## config.mk

```make
export PLATFORM = sky130hd
export DESIGN_NAME = pixcfg_tmr_chain
export DESIGN_NICKNAME = d
export VERILOG_FILES = /design/src/rtl/pixcfg_pkg.sv /design/src/rtl/cfg_rst_sync.sv /design/src/rtl/tmr_word.sv /design/src/rtl/pixcfg_tmr_chain.sv
export SDC_FILE = /design/constraint.sdc
export NUM_CORES = 2
export LEC_CHECK = 0
export BUFFER_PORTS_ARGS = -buffer_cell sky130_fd_sc_hd__buf_2
export CELL_PAD_IN_SITES_DETAIL_PLACEMENT = 0
export CELL_PAD_IN_SITES_GLOBAL_PLACEMENT = 1
export CORE_ASPECT_RATIO = 0.9
export CORE_MARGIN = 5
export CORE_UTILIZATION = 35
export CTS_BUF_LIST = sky130_fd_sc_hd__clkbuf_4 sky130_fd_sc_hd__clkbuf_8
export CTS_CLUSTER_DIAMETER = 100
export DETAILED_ROUTE_END_ITERATION = 7
export PLACE_DENSITY = 0.64
export SLEW_MARGIN = 10
export SYNTH_ARGS = -nofsm -noshare
export SYNTH_HDL_FRONTEND = slang
export SYNTH_HIERARCHICAL = 1
export SYNTH_SLANG_ARGS = --single-unit
```

## constraint.sdc

```tcl
create_clock -name clk -period 164.5 [get_ports clk]
set_input_delay 0 -clock clk [delete_from_list [all_inputs] [get_ports clk]]
set_output_delay 0 -clock clk [all_outputs]
set_load 0.1 [all_outputs]
```

## src/rtl/pixcfg_pkg.sv

```systemverilog
package pixcfg_pkg;
  localparam int TRIM_BITS  = 5;
  localparam int CTRL_BITS  = 3;
  localparam int CHAIN_COLS = 4;
  // control bit offsets above the trim field
  localparam int MASK_OFS   = 0;
  localparam int INJ_OFS    = 1;
  localparam int SPARE_OFS  = 2;
endpackage

```

## src/rtl/cfg_rst_sync.sv

```systemverilog
module cfg_rst_sync (
  input  logic clk,
  input  logic rst_n,
  output logic rst_sync_n
);
  logic stg1_q;
  logic stg2_q;

  always_ff @(posedge clk or negedge rst_n) begin
    if (!rst_n) begin
      stg1_q <= 1'b0;
      stg2_q <= 1'b0;
    end else begin
      stg1_q <= 1'b1;
      stg2_q <= stg1_q;
    end
  end

  assign rst_sync_n = stg2_q;
endmodule

```

## src/rtl/tmr_word.sv

```systemverilog
module tmr_word #(
  parameter int W = 8
) (
  input  logic         clk,
  input  logic         rst_n,
  input  logic         we,
  input  logic [W-1:0] d,
  output logic [W-1:0] q,
  output logic         mismatch
);
  logic [W-1:0] c0;
  logic [W-1:0] c1;
  logic [W-1:0] c2;
  logic [W-1:0] voted;
  logic [W-1:0] nxt;

  always_comb begin
    voted    = (c0 & c1) | (c0 & c2) | (c1 & c2);
    mismatch = |((c0 ^ c1) | (c0 ^ c2));
    // writing the voted value back every cycle repairs a lone upset copy
    nxt      = we ? d : voted;
  end

  always_ff @(posedge clk or negedge rst_n) begin
    if (!rst_n) begin
      c0 <= '0;
      c1 <= '0;
      c2 <= '0;
    end else begin
      c0 <= nxt;
      c1 <= nxt;
      c2 <= nxt;
    end
  end

  assign q = voted;
endmodule

```

## src/rtl/pixcfg_tmr_chain.sv

```systemverilog
module pixcfg_tmr_chain
  import pixcfg_pkg::*;
#(
  parameter int PIX_PER_COL = 40,
  parameter int COLS        = CHAIN_COLS,
  parameter int TRIM_W      = TRIM_BITS
) (
  input  logic                              clk,
  input  logic                              rst_n,
  input  logic                              sdi,
  input  logic                              shift_en,
  input  logic                              load,
  input  logic                              flag_clr,
  output logic                              sdo,
  output logic [COLS*PIX_PER_COL*TRIM_W-1:0] trim_o,
  output logic [COLS*PIX_PER_COL-1:0]       mask_o,
  output logic [COLS*PIX_PER_COL-1:0]       inject_o,
  output logic [COLS*PIX_PER_COL-1:0]       spare_o,
  output logic                              upset_o
);
  localparam int PIX_W = TRIM_W + CTRL_BITS;
  localparam int NPIX  = COLS * PIX_PER_COL;
  localparam int LEN   = NPIX * PIX_W;

  logic           rst_ok;
  logic [LEN-1:0] shift_q;
  logic [LEN-1:0] shift_d;
  logic [LEN-1:0] act_q;
  logic           mm_shift;
  logic           mm_act;
  logic           any_mm;
  logic           flag_q;
  logic           flag_d;

  cfg_rst_sync u_rst (
    .clk        (clk),
    .rst_n      (rst_n),
    .rst_sync_n (rst_ok)
  );

  assign shift_d = {shift_q[LEN-2:0], sdi};

  tmr_word #(.W(LEN)) u_chain (
    .clk      (clk),
    .rst_n    (rst_ok),
    .we       (shift_en),
    .d        (shift_d),
    .q        (shift_q),
    .mismatch (mm_shift)
  );

  // active bank captures the chain as it stands before any same-cycle shift
  tmr_word #(.W(LEN)) u_act (
    .clk      (clk),
    .rst_n    (rst_ok),
    .we       (load),
    .d        (shift_q),
    .q        (act_q),
    .mismatch (mm_act)
  );

  always_comb begin
    any_mm = mm_shift | mm_act;
    flag_d = (flag_q & ~flag_clr) | any_mm;
  end

  always_ff @(posedge clk or negedge rst_ok) begin
    if (!rst_ok) begin
      flag_q <= 1'b0;
    end else begin
      flag_q <= flag_d;
    end
  end

  genvar p;
  generate
    for (p = 0; p < NPIX; p++) begin : g_pix
      assign trim_o[p*TRIM_W +: TRIM_W] = act_q[p*PIX_W +: TRIM_W];
      assign mask_o[p]   = act_q[p*PIX_W + TRIM_W + MASK_OFS];
      assign inject_o[p] = act_q[p*PIX_W + TRIM_W + INJ_OFS];
      assign spare_o[p]  = act_q[p*PIX_W + TRIM_W + SPARE_OFS];
    end
  endgenerate

  assign sdo     = shift_q[LEN-1];
  assign upset_o = flag_q;
endmodule

```

# Word-level counts from Yosys, hierarchy flattened
# Index checks and enable logic that the tools add are counted.
classes:
  bitwise_logic: 14
  n_reduce_logical: 2
  muxes: 2
op_table:
  columns: ["op", "count"]
  rows:
  - ["1280-bit bitwise OR", 6]
  - ["1280-bit bitwise AND", 2]
  - ["1280-bit 2-to-1 mux", 2]
  - ["1280-bit OR reduction", 2]
  - ["1280-bit XOR", 2]
  - ["1-bit bitwise OR", 2]
  - ["1-bit bitwise AND", 1]
  - ["1-bit NOT", 1]
word_totals:
  output_inout_bits: 1282
  in_bits: 6
  elab_cells: 23
  ff_bits: 2563

# Logic depth before layout (Yosys ltp)
depth:
  word_depth: 5
  depth_mapped: 4
  mapped_depth_nobuf: 2

# Modules after synthesis
# Netlist, hierarchy kept.
by_module_without_submodules:
  columns: ["mod", "instances", "cells_each", "seq_area_each_um2", "area_each_um2"]
  rows:
  - ["tmr_word", 2, 2704, 32030.7, 47994.8]
  - ["cfg_rst_sync", 1, 3, 50.0, 53.8]
  - ["pixcfg_tmr_chain", 1, 4, 25.0, 37.5]

# Worst setup path before layout
# No wires, ideal clock.
synth_timing:
  path_kind: "register -> register"
  from: "reg u_chain.c0[1279]"
  to: "reg u_act.c0[1279]"
  path_slack_ns: 163.231
  synth_period_minus_slack_ns: 1.269
  arrival_time_ns: 1.143
  setup_ns: 0.126
  n_path_buf: 0
  stages_incl_launch_ff: 2
  required_ns: 164.374
  path_cell_list: "dfrtp_1 > mux2_2"
synth_between:
  elab_chain_len: 4
synth_rtl:
  columns: ["element", "line", "source"]
  rows:
  - ["start: declaration", "tmr_word.sv:11", "logic [W-1:0] c0;"]
  - ["start signal: assignment", "tmr_word.sv:30", "c0 <= nxt;"]
  - ["1280-bit bitwise AND *", "tmr_word.sv:18", "voted = (c0 & c1) | (c0 & c2) | (c1 & c2);"]
  - ["1280-bit bitwise OR", "tmr_word.sv:18", null]
  - ["1280-bit bitwise OR *", "tmr_word.sv:18", null]
  - ["1280-bit 2-to-1 mux *", "tmr_word.sv:21", "nxt = we ? d : voted;"]
  - ["end signal: assignment", "tmr_word.sv:30", null]
  - ["end: declaration", "tmr_word.sv:11", null]
# Every way passes the cells marked *; elsewhere a longest branch is shown, timed or not.

==> flow_metrics.py <==
metrics = {
    "yosys": {
        "synthMostInstantiatedCell": "dfrtp_1",
        "yosys.area.top_type": "dfrtp_1",
        "synth-edff-count": 0,
        "yosys_warning_count": 6,
        "register_bit_total_from_synthesis": 2563,
        "netlist_area_sq_um": 96100,
        "post_synth_most_frequent_cells": "2,563 x dfrtp_1, 2,560 x mux2_2, 264 x buf_6, 18 x buf_2, 4 x buf_4",
        "synth_largest_type_area_fraction_pct": 66.8,
        "post_synth.cell_area_avg_sq_um": 17.7,
        "synth.top_cells.by_area": "dfrtp_1 67%, mux2_2 30%, buf_6 3.1%, buf_2 0.094%, buf_4 0.031%",
        "synth_fp_nets": 5421,
        "synth-main-ff-cell": "dfrtp_1",
        "asyncSetResetFlopFracSynth_pct": 100,
        "syn-instance-count": 5415,
        "synth_cell_types": 9,
        "sequential_area_share_after_synthesis_pct": 66.8,
    },
    "status": {
        "result_of_the_run": "finished clean",
    },
    "drt": {
        "vias": 50900,
        "detail_route.first_pass.iterations": 5,
        "wl_microns": 250000,
        "route.detailed.drc": 0,
        "drt-wirelength-per-cell_microns": 23.2,
        "first_iter_violations": 2575,
        "antenna_violating_nets_post_route": 0,
        "viasPerCell": 4.71,
    },
    "layout": {
        "fillerInstances": 25100,
        "multi_input_gate_area_sq_um": 28800,
        "layout-drive-gt1-share_pct": 64.2,
        "postLayoutCellArea_sq_um": 113000,
        "area.growth.synth_to_final_pct": 18.0,
        "seqCellArea_sq_um": 64100,
        "nNetsFinal": 6915,
        "final_util_pct": 41.5,
    },
    "power": {
        "power.share.switching_pct": 24.3,
        "switchingPower_uw": 313,
        "power.density_cell_area_nw_per_um2": 11.4,
        "ir_drop_mv": 0.00729,
        "p_seq_share_pct": 49.8,
        "clock_power_share_pct": 44.6,
        "p_int_uw": 976,
        "pwr-share-comb_pct": 5.6,
        "total_leakage_power_uw": 0.0622,
    },
    "floorplan": {
        "io_pins": 1288,
        "die-area_sq_um": 285000,
        "floorplan.core_area_sq_um": 273000,
        "floorplan.die.height_microns": 507,
        "core.rowCount": 182,
        "dieWidth_microns": 562,
        "initial_utilization_pct": 35.2,
    },
    "cts": {
        "clockBufferDepth": 4,
        "clk_pin_slew_ns": 0.06,
        "clock_tree.root_cell": "clkbuf_8",
        "worstSkewPairLatency_ns": 0.94,
        "clock_net_sink_count": 2563,
        "htree_num_levels": 5,
        "cts-buffers-inserted": 416,
        "tritoncts_clock_tree": "built",
        "post_cts.repair.setup_buffers": 0,
    },
    "global_route": {
        "grt_max_degree": 168,
        "vias_in_the_first_global_route": 54300,
        "grt_total_ovfl": 0,
        "antenna_found_initial": 8,
        "grt_pass1_wl_microns": 371000,
        "grt_use_total_pct": 17.0,
    },
    "worst_setup_path": {
        "worst_ep_arrival_ns": 7.31,
        "slowest_stage": "buf_4",
        "cp.depth": 7,
        "ff2ff_path_depth": 7,
        "path_class": "register to async pin",
        "timing.critical_path.cells": "buf_4, buf_4, buf_4, buf_4, buf_4, buf_4, buf_4",
        "critPathRequiredTime_ns": 165.41,
        "setup.worst_path.start_class": "register",
        "critical-path-max-stage-delay_ns": 0.88,
        "crit_path_frequent_cell": "buf_4",
        "path_delay_family": "buffers and inverters",
        "setup.worst_path.end_class": "async pin",
        "path_buf_inv": 7,
        "largest_fanout_on_the_critical_path": 77,
    },
    "timing": {
        "finClkSkew_ns": 0.112,
        "min_period_ns": 6.39,
        "final_max_slew_viol_count": 0,
        "max_freq_mhz": 156,
        "rsz0062_at_grt": "no",
        "period_utilization_post_route_pct": 3.89,
        "maxSlewHeadroom_pct": 16.4,
        "finalSetupTns_ns": 0,
        "tightest_slew_ns": 1.25,
        "setup_violations": 0,
        "finalHoldViolations": 0,
    },
    "min_path": {
        "worst_hold_path_type": "register to async pin",
    },
    "flow_run": {
        "max_cap_viol_count": 0,
    },
    "place": {
        "detailed_place.area_sq_um": 105000,
        "place.port_buffers": 1287,
        "gp_congestion": 0.813,
        "dpl.hpwl_microns": 175000,
    },
}
power by group through the flow:
stage	sequential (uW)	combinational (uW)	clock [uW]
after CTS	643	73.8	596
after global placement	654	73.0	0
after floorplan	686	30.3	0
after global routing	643	76.6	624
final	642	71.7	575
after detailed placement	654	73.5	0
registers in the layout, indices dropped and copies added (netlist names):
name	cells
u_rst/rst_sync_n	1
u_act/c0	1280
u_chain/c0	1280
u_rst/stg1_q	1
upset_o	1
kinds of logic (layout without fill, tap and decap cells):
logic type	count (synthesis)	after routing	synth area share, %
AOI/OAI and AO/OA	1	1	0.00520
buffers and inverters	287	2079	3.22
DFF	2563	2563	66.8
muxes	2560	2560	30.0
other	3	7	0.0117
and+or+nand+nor	1	1	0.00390
repair_timing:
| action | in CTS | in global routing |
|---|---|---|
| hold buffers | 10 | 0 |
| gates resized for setup | 0 | 0 |
| endpoints found under the hold margin | 280 | 0 |
through the flow:
step / power (uW) / setup WS [ns] / cells / hold WS (ns)
after global routing: 1340 / 156.89 / 10800 / 0.244
after global placement: 727 / 157.95 / 10100 / -0.215
after CTS: 1310 / 157.75 / 10800 / 0.125
after floorplan: 716 / 87.77 / 5415 / -0.296
final: 1290 / 158.11 / 10800 / 0.309
after detailed placement: 728 / 157.74 / 10100 / -0.212
area by class of cell:
cell class                      count  area share, %
Timing Repair Buffer             1362           6.30
Clock inverter                     53          0.478
Antenna cell                        4        0.00883
Multi-Input combinational cell   2565           25.4
Sequential cell                  2563           56.6
Clock buffer                      663           7.25
Tap cell                         3588           3.96
Inverter                            1        0.00331
worst register-to-register path, stage by stage, from the launching register on:
cell     delay [ns]
dfrtp_4        0.83
buf_4          0.78
buf_4          0.74
buf_4          0.61
buf_4          0.73
buf_4          0.84
buf_4          0.85
buf_4          0.92
cell usage in the layout (no fill, tap or decap):
master,n
dfrtp_4,1
o21ai_1,1
buf_2,1285
clkinv_2,27
bufinv_16,3
dfrtp_1,2562
dlygate4sd3_1,10
diode_2,4
inv_12,6
inv_1,1
inv_8,2
buf_12,9
mux2_2,2560
inv_6,2
clkinv_4,3
clkbuf_8,519
inv_16,2
nor2_1,1
clkbuf_4,144
clkinv_8,6
conb_1,3
clkinvlp_4,2
buf_4,58
layer usage:
metal | vias up | share of wire [%] | global-route usage, %
met1 | 26900 | 43 | 22.2
met4 | 0 | 2.6 | 4.72
met5 | - | 0 | 0
met2 | 1348 | 46 | 26.7
met3 | 358 | 8.4 | 6.24
li1 | 22300 | - | -
final timing paths:
check                                           startpoint                          to  slack [ns]
min in group clk                                  flag_clr           upset_o$_DFF_PN0_        0.33
worst min register to register  u_rst/rst_sync_n$_DFF_PN0_   u_act/c0[674]$_DFFE_PN0P_        0.31
worst max register to register  u_rst/rst_sync_n$_DFF_PN0_  u_act/c0[1021]$_DFFE_PN0P_      158.11
worst min-delay path            u_rst/rst_sync_n$_DFF_PN0_   u_act/c0[674]$_DFFE_PN0P_        0.31
worst max-delay path            u_rst/rst_sync_n$_DFF_PN0_  u_act/c0[1021]$_DFFE_PN0P_      158.11
max in group clk                                      load    u_act/c0[33]$_DFFE_PN0P_      160.28
(Power assumes the default switching activity.)
